<file path="config.mk">
export PLATFORM = sky130hd
export DESIGN_NAME = ccflag_unit
export DESIGN_NICKNAME = d
export VERILOG_FILES = /design/src/rtl/ccflag_pkg.sv /design/src/rtl/ccflag_arith.sv /design/src/rtl/ccflag_mul.sv /design/src/rtl/ccflag_btst.sv /design/src/rtl/ccflag_merge.sv /design/src/rtl/ccflag_unit.sv
export SDC_FILE = /design/constraint.sdc
export NUM_CORES = 1
export LEC_CHECK = 0
export BUFFER_PORTS_ARGS = -buffer_cell sky130_fd_sc_hd__buf_4
export CAP_MARGIN = 20
export CORE_UTILIZATION = 40
export DETAILED_ROUTE_END_ITERATION = 10
export MAX_ROUTING_LAYER = met4
export PLACE_DENSITY = 0.92
export SLEW_MARGIN = 20
export SYNTH_ARGS = -nofsm -noshare
export SYNTH_HDL_FRONTEND = slang
export SYNTH_HIERARCHICAL = 1
export SYNTH_SLANG_ARGS = --single-unit
export TNS_END_PERCENT = 100
</file>
<file path="constraint.sdc">
create_clock -name clk -period 2.3 [get_ports clk]
set_clock_uncertainty 0.15 [all_clocks]
set_input_delay 0.115 -clock clk [delete_from_list [all_inputs] [get_ports clk]]
set_output_delay 0.115 -clock clk [all_outputs]
set_load 0.02 [all_outputs]
</file>
<file path="src/rtl/ccflag_pkg.sv">
// Package: shared opcode encoding, status bit positions and flag bundle.
// Assumes the status word is at least 9 bits wide (R flag at bit 8).
package ccflag_pkg;
    typedef enum logic [2:0] {
        OPC_ADD  = 3'd0,
        OPC_SUB  = 3'd1,
        OPC_MOVE = 3'd2,
        OPC_MCP  = 3'd3,
        OPC_MULS = 3'd4,
        OPC_MULU = 3'd5,
        OPC_BTST = 3'd6,
        OPC_HOLD = 3'd7
    } opc_e;

    localparam int FB_C = 0;
    localparam int FB_V = 1;
    localparam int FB_Z = 2;
    localparam int FB_N = 3;
    localparam int FB_X = 4;
    localparam int FB_R = 8;

    typedef struct packed {
        logic n;
        logic z;
        logic v;
        logic c;
        logic r;
    } flags_t;
endpackage

</file>
<file path="src/rtl/ccflag_arith.sv">
// Module: flag derivation for add, subtract/compare, move/logic/shift and
// carry-propagate classes. Purely combinational. Assumes DW >= 16.
module ccflag_arith
    import ccflag_pkg::*;
#(
    parameter int DW = 32
) (
    input  opc_e          op_i,
    input  logic [1:0]    size_i,
    input  logic [DW-1:0] src_i,
    input  logic [DW-1:0] dst_i,
    input  logic [DW-1:0] res_i,
    output flags_t        flags_o
);
    int   sbit;
    logic zero_w;
    logic s_src, s_dst, s_res, cy, inv;

    // Pick the sign bit and the zero test for the operand width.
    always_comb begin
        case (size_i)
            2'd0: begin sbit = 7;      zero_w = (res_i[7:0]  == '0); end
            2'd1: begin sbit = 15;     zero_w = (res_i[15:0] == '0); end
            default: begin sbit = DW-1; zero_w = (res_i == '0); end
        endcase
    end

    // Apply the sign-pattern rules and route carry to C or R by class.
    always_comb begin
        inv   = (op_i == OPC_SUB);
        s_src = src_i[sbit] ^ inv;
        s_dst = dst_i[sbit];
        s_res = res_i[sbit];
        flags_o = '0;
        cy    = 1'b0;
        if (op_i == OPC_MOVE) begin
            flags_o.n = s_res;
            flags_o.z = !s_res && zero_w;
        end else begin
            if (s_res) begin
                flags_o.n = 1'b1;
                flags_o.v = !s_src && !s_dst;
                cy        = s_src && s_dst;
            end else begin
                flags_o.z = zero_w;
                flags_o.v = s_src && s_dst;
                cy        = s_src || s_dst;
            end
            if (op_i == OPC_MCP) flags_o.r = cy;
            else                 flags_o.c = cy ^ inv;
        end
    end
endmodule

</file>
<file path="src/rtl/ccflag_mul.sv">
// Module: flag derivation for a double-width multiply product.
// Combinational; signed_i selects the signed overflow rule.
module ccflag_mul
    import ccflag_pkg::*;
#(
    parameter int DW = 32
) (
    input  logic          signed_i,
    input  logic [DW-1:0] hi_i,
    input  logic [DW-1:0] lo_i,
    output flags_t        flags_o
);
    // Zero and sign of the full product; overflow by signedness.
    always_comb begin
        flags_o   = '0;
        flags_o.z = (hi_i == '0) && (lo_i == '0);
        flags_o.n = hi_i[DW-1];
        flags_o.v = signed_i ? (hi_i != {DW{lo_i[DW-1]}}) : (hi_i != '0);
    end
endmodule

</file>
<file path="src/rtl/ccflag_btst.sv">
// Module: bit-test flags. N is the selected bit; Z is set when the selected
// bit and everything below it are zero. Combinational.
module ccflag_btst #(
    parameter int DW = 32,
    localparam int IW = $clog2(DW)
) (
    input  logic [IW-1:0] idx_i,
    input  logic [DW-1:0] val_i,
    output logic          n_o,
    output logic          z_o
);
    logic [DW-1:0] low_mask;

    // Build a mask covering bits idx..0 and test them.
    always_comb begin
        low_mask = {DW{1'b1}} >> ((DW-1) - int'(idx_i));
        n_o      = val_i[idx_i];
        z_o      = ((val_i & low_mask) == '0);
    end
endmodule

</file>
<file path="src/rtl/ccflag_merge.sv">
// Module: merges a computed flag set into the status word. Masked update
// for normal classes, fixed clear/set for bit test, passthrough for hold.
module ccflag_merge
    import ccflag_pkg::*;
#(
    parameter int SR_W     = 16,
    parameter int CORE_REV = 10
) (
    input  opc_e            op_i,
    input  logic [SR_W-1:0] sr_i,
    input  flags_t          flags_i,
    input  logic            bt_n_i,
    input  logic            bt_z_i,
    input  logic [SR_W-1:0] mask_i,
    input  logic            x_i,
    output logic [SR_W-1:0] sr_o
);
    localparam logic [SR_W-1:0] ONE     = {{(SR_W-1){1'b0}}, 1'b1};
    localparam logic [SR_W-1:0] BT_BASE = (ONE << FB_X) | (ONE << FB_N) | (ONE << FB_Z);
    localparam logic [SR_W-1:0] BT_VC   = (CORE_REV < 32) ? ((ONE << FB_V) | (ONE << FB_C)) : '0;
    localparam logic [SR_W-1:0] BT_CLR  = BT_BASE | BT_VC;

    logic [SR_W-1:0] fv, m, bt_w;

    // Place flags in the word and build the effective write mask.
    always_comb begin
        fv        = '0;
        fv[FB_N]  = flags_i.n;
        fv[FB_Z]  = flags_i.z;
        fv[FB_V]  = flags_i.v;
        fv[FB_C]  = flags_i.c;
        fv[FB_R]  = flags_i.r;
        m         = mask_i | (ONE << FB_X);
        if (x_i && flags_i.z) m[FB_Z] = 1'b0;
        bt_w       = sr_i & ~BT_CLR;
        bt_w[FB_N] = bt_n_i;
        bt_w[FB_Z] = bt_z_i;
    end

    // Select the next status word by class.
    always_comb begin
        case (op_i)
            OPC_HOLD: sr_o = sr_i;
            OPC_BTST: sr_o = bt_w;
            default:  sr_o = (sr_i & ~m) | (fv & m);
        endcase
    end
endmodule

</file>
<file path="src/rtl/ccflag_unit.sv">
// Module: top of the deferred flag evaluator. Chooses the flag source by
// class, merges it and registers the status on the evaluate strobe.
// Synchronous active-low reset clears the status.
module ccflag_unit
    import ccflag_pkg::*;
#(
    parameter int DW       = 32,
    parameter int SR_W     = 16,
    parameter int CORE_REV = 10,
    localparam int IW = $clog2(DW)
) (
    input  logic            clk,
    input  logic            rst_n,
    input  logic            eval_i,
    input  logic [2:0]      op_i,
    input  logic [1:0]      size_i,
    input  logic [DW-1:0]   src_i,
    input  logic [DW-1:0]   dst_i,
    input  logic [DW-1:0]   res_i,
    input  logic [DW-1:0]   mulhi_i,
    input  logic [SR_W-1:0] upd_mask_i,
    input  logic            x_i,
    output logic [SR_W-1:0] sr_o
);
    opc_e            opc;
    flags_t          f_arith, f_mul, f_sel;
    logic            bt_n, bt_z;
    logic [SR_W-1:0] sr_q, sr_next;

    assign opc = opc_e'(op_i);

    ccflag_arith #(.DW(DW)) u_arith (
        .op_i(opc), .size_i(size_i), .src_i(src_i), .dst_i(dst_i),
        .res_i(res_i), .flags_o(f_arith)
    );

    ccflag_mul #(.DW(DW)) u_mul (
        .signed_i(opc == OPC_MULS), .hi_i(mulhi_i), .lo_i(res_i),
        .flags_o(f_mul)
    );

    ccflag_btst #(.DW(DW)) u_btst (
        .idx_i(src_i[IW-1:0]), .val_i(dst_i), .n_o(bt_n), .z_o(bt_z)
    );

    // Choose the multiply or arithmetic flag set.
    always_comb f_sel = (opc == OPC_MULS || opc == OPC_MULU) ? f_mul : f_arith;

    ccflag_merge #(.SR_W(SR_W), .CORE_REV(CORE_REV)) u_merge (
        .op_i(opc), .sr_i(sr_q), .flags_i(f_sel), .bt_n_i(bt_n),
        .bt_z_i(bt_z), .mask_i(upd_mask_i), .x_i(x_i), .sr_o(sr_next)
    );

    // Status register: cleared on reset, loaded on the evaluate strobe.
    always_ff @(posedge clk) begin
        if (!rst_n)      sr_q <= '0;
        else if (eval_i) sr_q <= sr_next;
    end

    assign sr_o = sr_q;

    p_idle_hold_r2: assert property (@(posedge clk) disable iff (!rst_n)
        !eval_i |=> $stable(sr_o));

    p_hold_class_r13: assert property (@(posedge clk) disable iff (!rst_n)
        (eval_i && op_i == 3'd7) |=> $stable(sr_o));

    p_x_cleared_r11: assert property (@(posedge clk) disable iff (!rst_n)
        (eval_i && op_i != 3'd7) |=> !sr_o[FB_X]);

    p_carry_unmasked_r11: assert property (@(posedge clk) disable iff (!rst_n)
        (eval_i && op_i < 3'd6 && !upd_mask_i[FB_C]) |=> (sr_o[FB_C] == $past(sr_o[FB_C])));

    p_z_no_rise_r12: assert property (@(posedge clk) disable iff (!rst_n)
        (eval_i && x_i && op_i < 3'd6) |=> !(sr_o[FB_Z] && !$past(sr_o[FB_Z])));

    generate
        if (CORE_REV < 32) begin : g_old_rev
            p_btst_vc_clear_r10: assert property (@(posedge clk) disable iff (!rst_n)
                (eval_i && op_i == 3'd6) |=> (!sr_o[FB_V] && !sr_o[FB_C]));
        end
    endgenerate
endmodule

</file>
Yosys cells after proc, flatten, opt, wreduce, memory -nomap -nowiden
Cells that the tools add are included.
{"block": "op_classes", "n_addsub": 1, "n_lt_le_gt_ge": 2, "n_eq_ne": 9, "n_shift": 1, "n_mux": 26, "n_bitwise": 9, "n_reduce_logical": 19}
{"op": "32-bit zero test", "count": 3}
{"op": "32-bit bitwise AND", "count": 1}
{"op": "32-bit != test", "count": 1}
{"op": "16-bit case mux with 2 select lines", "count": 1}
{"op": "32-bit nonzero test", "count": 1}
{"op": "32-bit by 32-bit >> shifter with 32-bit output (first input constant)", "count": 1}
{"op": "1-bit binary-select mux with 5-bit select", "count": 4}
{"op": "16-bit bitwise AND", "count": 1}
{"op": "9-bit by 16-bit bitwise AND with 16-bit output", "count": 1}
{"op": "16-bit zero test", "count": 1}
{"op": "1-bit two-way mux", "count": 16}
{"op": "16-bit NOT", "count": 1}
{"op": "16-bit OR", "count": 1}
{"op": "3-bit == test (second input constant)", "count": 4}
{"op": "5-bit by 6-bit less-than comparator with 1-bit output (second input constant)", "count": 2}
{"op": "5-bit case mux with 2 select lines", "count": 1}
{"op": "8-bit zero test", "count": 1}
{"op": "3-bit by 2-bit == test with 1-bit output (second input constant)", "count": 2}
{"op": "5-bit by 5-bit subtractor with 6-bit output (first input constant)", "count": 1}
{"op": "1-bit logical AND", "count": 5}
{"op": "5-bit two-way mux", "count": 1}
{"op": "3-bit by 1-bit == test with 1-bit output (second input constant)", "count": 1}
{"op": "1-bit zero test", "count": 3}
{"op": "3-bit two-way mux", "count": 1}
{"op": "other kinds (9)", "count": 12}
{"block": "word_totals", "reg_bits": 16, "inputBits": 153, "out_inout_bits": 16, "elab_cells": 69}

Depth between registers and ports, before layout
{"block": "depth", "word_depth": 19, "ltp_mapped": 11, "ltp_nobuf": 9}

Hierarchy
Netlist, hierarchy kept.
{"mod": "ccflag_unit", "instances": 1, "cells_per_inst": 59, "area_per_inst_um2": 711.9, "seq_area_each_um2": 320.3}
{"mod": "ccflag_btst", "instances": 1, "cells_per_inst": 71, "area_per_inst_um2": 594.3, "seq_area_each_um2": 0.0}
{"mod": "ccflag_arith", "instances": 1, "cells_per_inst": 40, "area_per_inst_um2": 281.5, "seq_area_each_um2": 0.0}
{"mod": "ccflag_mul", "instances": 1, "cells_per_inst": 43, "area_per_inst_um2": 254.0, "seq_area_each_um2": 0.0}
{"mod": "ccflag_merge", "instances": 1, "cells_per_inst": 32, "area_per_inst_um2": 219.0, "seq_area_each_um2": 0.0}

Least setup slack after synthesis
No wires, ideal clock.
{"block": "synth_path", "kind": "input -> register", "startpoint": "input src_i[0]", "endpoint": "register sr_q[3], in the netlist sr_o[3]", "setup_ns": 0.116, "t_arrival_ns": 1.833, "required_time_ns": 2.034, "path_slack_ns": 0.201, "cell_stages": 8, "n_path_buf": 1, "path_cell_list": "buf_4 mux4_2 mux4_2 mux2_2 nand3b_1 nand4_1 mux2i_1 nor2b_1"}
{"block": "synth_via", "elab_chain_len": 3}
{"element": "start, declared", "line_no": "ccflag_unit.sv:17", "rtl": "input logic [DW-1:0] src_i,"}
{"element": "1-bit binary-select mux with 5-bit select", "line_no": "ccflag_btst.sv:17", "rtl": "n_o = val_i[idx_i];"}
{"element": "1-bit two-way mux (not written as such)", "line_no": "ccflag_btst.sv:17"}
{"element": "net bt_n", "line_no": "ccflag_unit.sv:27", "rtl": "logic bt_n, bt_z;"}
{"element": "16-bit case mux with 2 select lines", "line_no": "ccflag_merge.sv:42", "rtl": "case (op_i)"}
{"element": "net sr_next[3]", "line_no": "ccflag_unit.sv:28", "rtl": "logic [SR_W-1:0] sr_q, sr_next;"}
{"element": "end signal, assigned", "line_no": "ccflag_unit.sv:57", "rtl": "else if (eval_i) sr_q <= sr_next;"}
{"element": "end, declared", "line_no": "ccflag_unit.sv:28"}
The timed path passes the listed nets, and every way through them passes these cells. The select of a mux whose other input is x is not followed.
A chain may end at the register's enable or synchronous reset.

Worst setup path in the final report
Same ends and word-level chain as after synthesis.

==> metrics.csv <==
stage,metric,value,unit
run_status,outcome,"complete, no violations",
cells_and_area,final_cell_mix,"buf_4 (144), nor4_1 (26), mux2i_1 (20)",
critical_path,cp_common_cell,mux4_2,
critical_path,worstPathArrival,2.02,ns
logic_synthesis,syn_area,2060,µm²
logic_synthesis,synth_ff_type,dfxtp_1,
grt,antenna_found_initial,0,
critical_path,path_buf_inv,1,
logic_synthesis,synth_top_area_cell,dfxtp_1,
floorplan,dieArea,5440,µm²
route,num_vias,2593,
grt,grt_pass1_wl,11000,µm
floorplan,core,4850,µm²
flow_run,drv_cap,0,
floorplan,die_w,73.8,µm
critical_path,endpoint_kind,flop,
critical_path,critPathMaxFanout,16,
route,route.detailed.drc,0,
floorplan,rows,25,
placed_design,dp_hpwl,5450,µm
logic_synthesis,postSynth.asyncResetShare,0,%
timing,worstMarginPinSlew,0.485,ns
pwr,leakage,0.00139,µW
timing,fin_crit,2.03,ns
min_path,hp-class,primary input to flop,
cts,cts_hold_buf,0,
logic_synthesis,yosysWarnings,6,
logic_synthesis,synth.distinct_cells,58,
timing,finalCritPeriodShare,88.2,%
pwr,cellPowerDensity,295,nW/µm²
timing,rsz0062_at_grt,no,
critical_path,crit_chain,buf_4 -> mux4_2 -> mux4_2 -> mux2_2 -> nand3b_1 -> nand4_1 -> mux2i_1 -> nor2b_1,
route,viasPerCell,5.84,
cells_and_area,final_common_cell,buf_4,
cts,h-tree-depth,1,
pwr,power,932,µW
placed_design,port-buffer-count,143,
route,ant_nets,0,
cts,cts_sinks,16,
cts,clock_latency,0.25,ns
grt,grt_max_degree,22,
placed_design,gp_congestion,0.929,
cts,clockRootBuffer,clkbuf_8,
cts,post_cts_buffers,0,
grt,grt.overflow.total,0,
timing,setup_violations,0,
cts,cts.path.max_buffers,2,
logic_synthesis,synth_edf_count,0,
timing,report.final.slew_viol_count,0,
logic_synthesis,synthCells,245,
logic_synthesis,ys_top_cells_by_area,"dfxtp_1 (16%), mux4_2 (11%), mux2i_1 (9.7%)",
route,drt_iter0_drc,159,
route,drt_wl_total,6690,µm
timing,timing.setup.tns,0,ns
floorplan,start_util,42.5,%
logic_synthesis,yosysTopAreaCellShare,15.5,%
cells_and_area,area_delta_synth_final,53.3,%
cts,clk_pin_slew,0.06,ns
cts,cts_buffers,3,
route,firstDrtPassIters,4,
critical_path,crit_family,multiplexers,
logic_synthesis,syn_avg_cell_area,8.41,µm²
cells_and_area,drive_above_1_share,46.4,%
critical_path,critPathMaxStageDelay,0.55,ns
cells_and_area,largest_register_ffs,16,
route,routedWlPerCell,15.1,µm
floorplan,io_pins,169,
pwr,irDropWorstVdd,0.157,mV
critical_path,crit_path_start_kind,primary input,
timing,relSlewSlack,66.8,%
cts,ctsResizeCount,0,
logic_synthesis,synth_seq_area_share,15.5,%
critical_path,worstPathRequired,2.29,ns
critical_path,crit_type,primary input to flop,
grt,track_usage,25.8,%
timing,fmax,0.493,GHz
cells_and_area,n_antenna_cell,0,
critical_path,worst_path_max_delay_cell,mux4_2,
logic_synthesis,ys_ff_latch,16,
timing,hold_viol_final,0,
cts,tritoncts,yes,
floorplan,fp.dieH,73.8,µm
cells_and_area,nNetsFinal,532,
grt,grt_pass1_vias,2546,
final cells by class:
class | instances | area [µm²]
Multi-Input combinational cell | 208 | 1610
Clock buffer | 3 | 41.3
Tap cell | 67 | 83.8
Sequential cell | 16 | 320
Timing Repair Buffer | 144 | 1080
Inverter | 6 | 22.5
Fill cell | 426 | 1690
per-stage QoR:
stage               instances  instance area [µm²]  hold slack (ns)  util (%)  setup slack [ns]
CTS                       444                 3160           0.0421      65.2             0.272
floorplan                 246                 2060           0.0932         -             0.201
finish                    444                 3160           0.0451      65.2             0.271
global route              444                 3160           0.0514      65.2            0.0963
detailed placement        441                 3120            0.298      64.3            0.0175
global placement          441                 3120            0.295      64.3            0.0481
worst paths after layout:
check / startpoint / end / slack [ns] / cells after the start
max reg2reg: sr_o[2]$_SDFFE_PN0P_ / sr_o[2]$_SDFFE_PN0P_ / 1.22 / 4
max: src_i[0] / sr_o[3]$_SDFFE_PN0P_ / 0.27 / 8
min: rst_n / sr_o[6]$_SDFFE_PN0P_ / 0.05 / 2
min reg2reg: sr_o[9]$_SDFFE_PN0P_ / sr_o[9]$_SDFFE_PN0P_ / 0.39 / 2
synthesized netlist by cell type, types with 3 or more instances:
cell type  count
nand2_1       12
inv_1          6
nor2b_1       16
a21boi_1       9
a21oi_1       11
o21ai_0       11
mux2i_1       20
buf_4          5
mux4_2        10
nand3_1        7
nor2_1         8
nand4_1       12
dfxtp_1       16
nor3_1         5
a32o_1         3
mux2_4         6
o22ai_1        6
or4_1          3
clkbuf_1       6
nor4_1        26
report_power, final:
part,switching (µW),total (µW),internal [µW]
Sequential,3.40,284,281
Clock,93.2,209,116
Combinational,180,438,258
Total,277,932,655
metal layers:
metal	track usage (%)	vias up	share of wire, %
li1	-	1256	-
met1	29.6	1193	39
met2	47.7	133	54
met3	1.65	11	5.8
met4	7.48	0	1.4
met5	-	-	0
logic make-up (layout without fill, tap and decap cells):
logic type	count (synthesis)	count (layout)	synth area share (%)
other cells	1	2	0.182
simple gates	102	102	28.6
flops	16	16	15.5
fa+ha+maj	3	3	1.58
buf+inv	22	153	6.50
mux	37	37	25.6
compound gates	64	64	22.0
(Power assumes the default switching activity.)
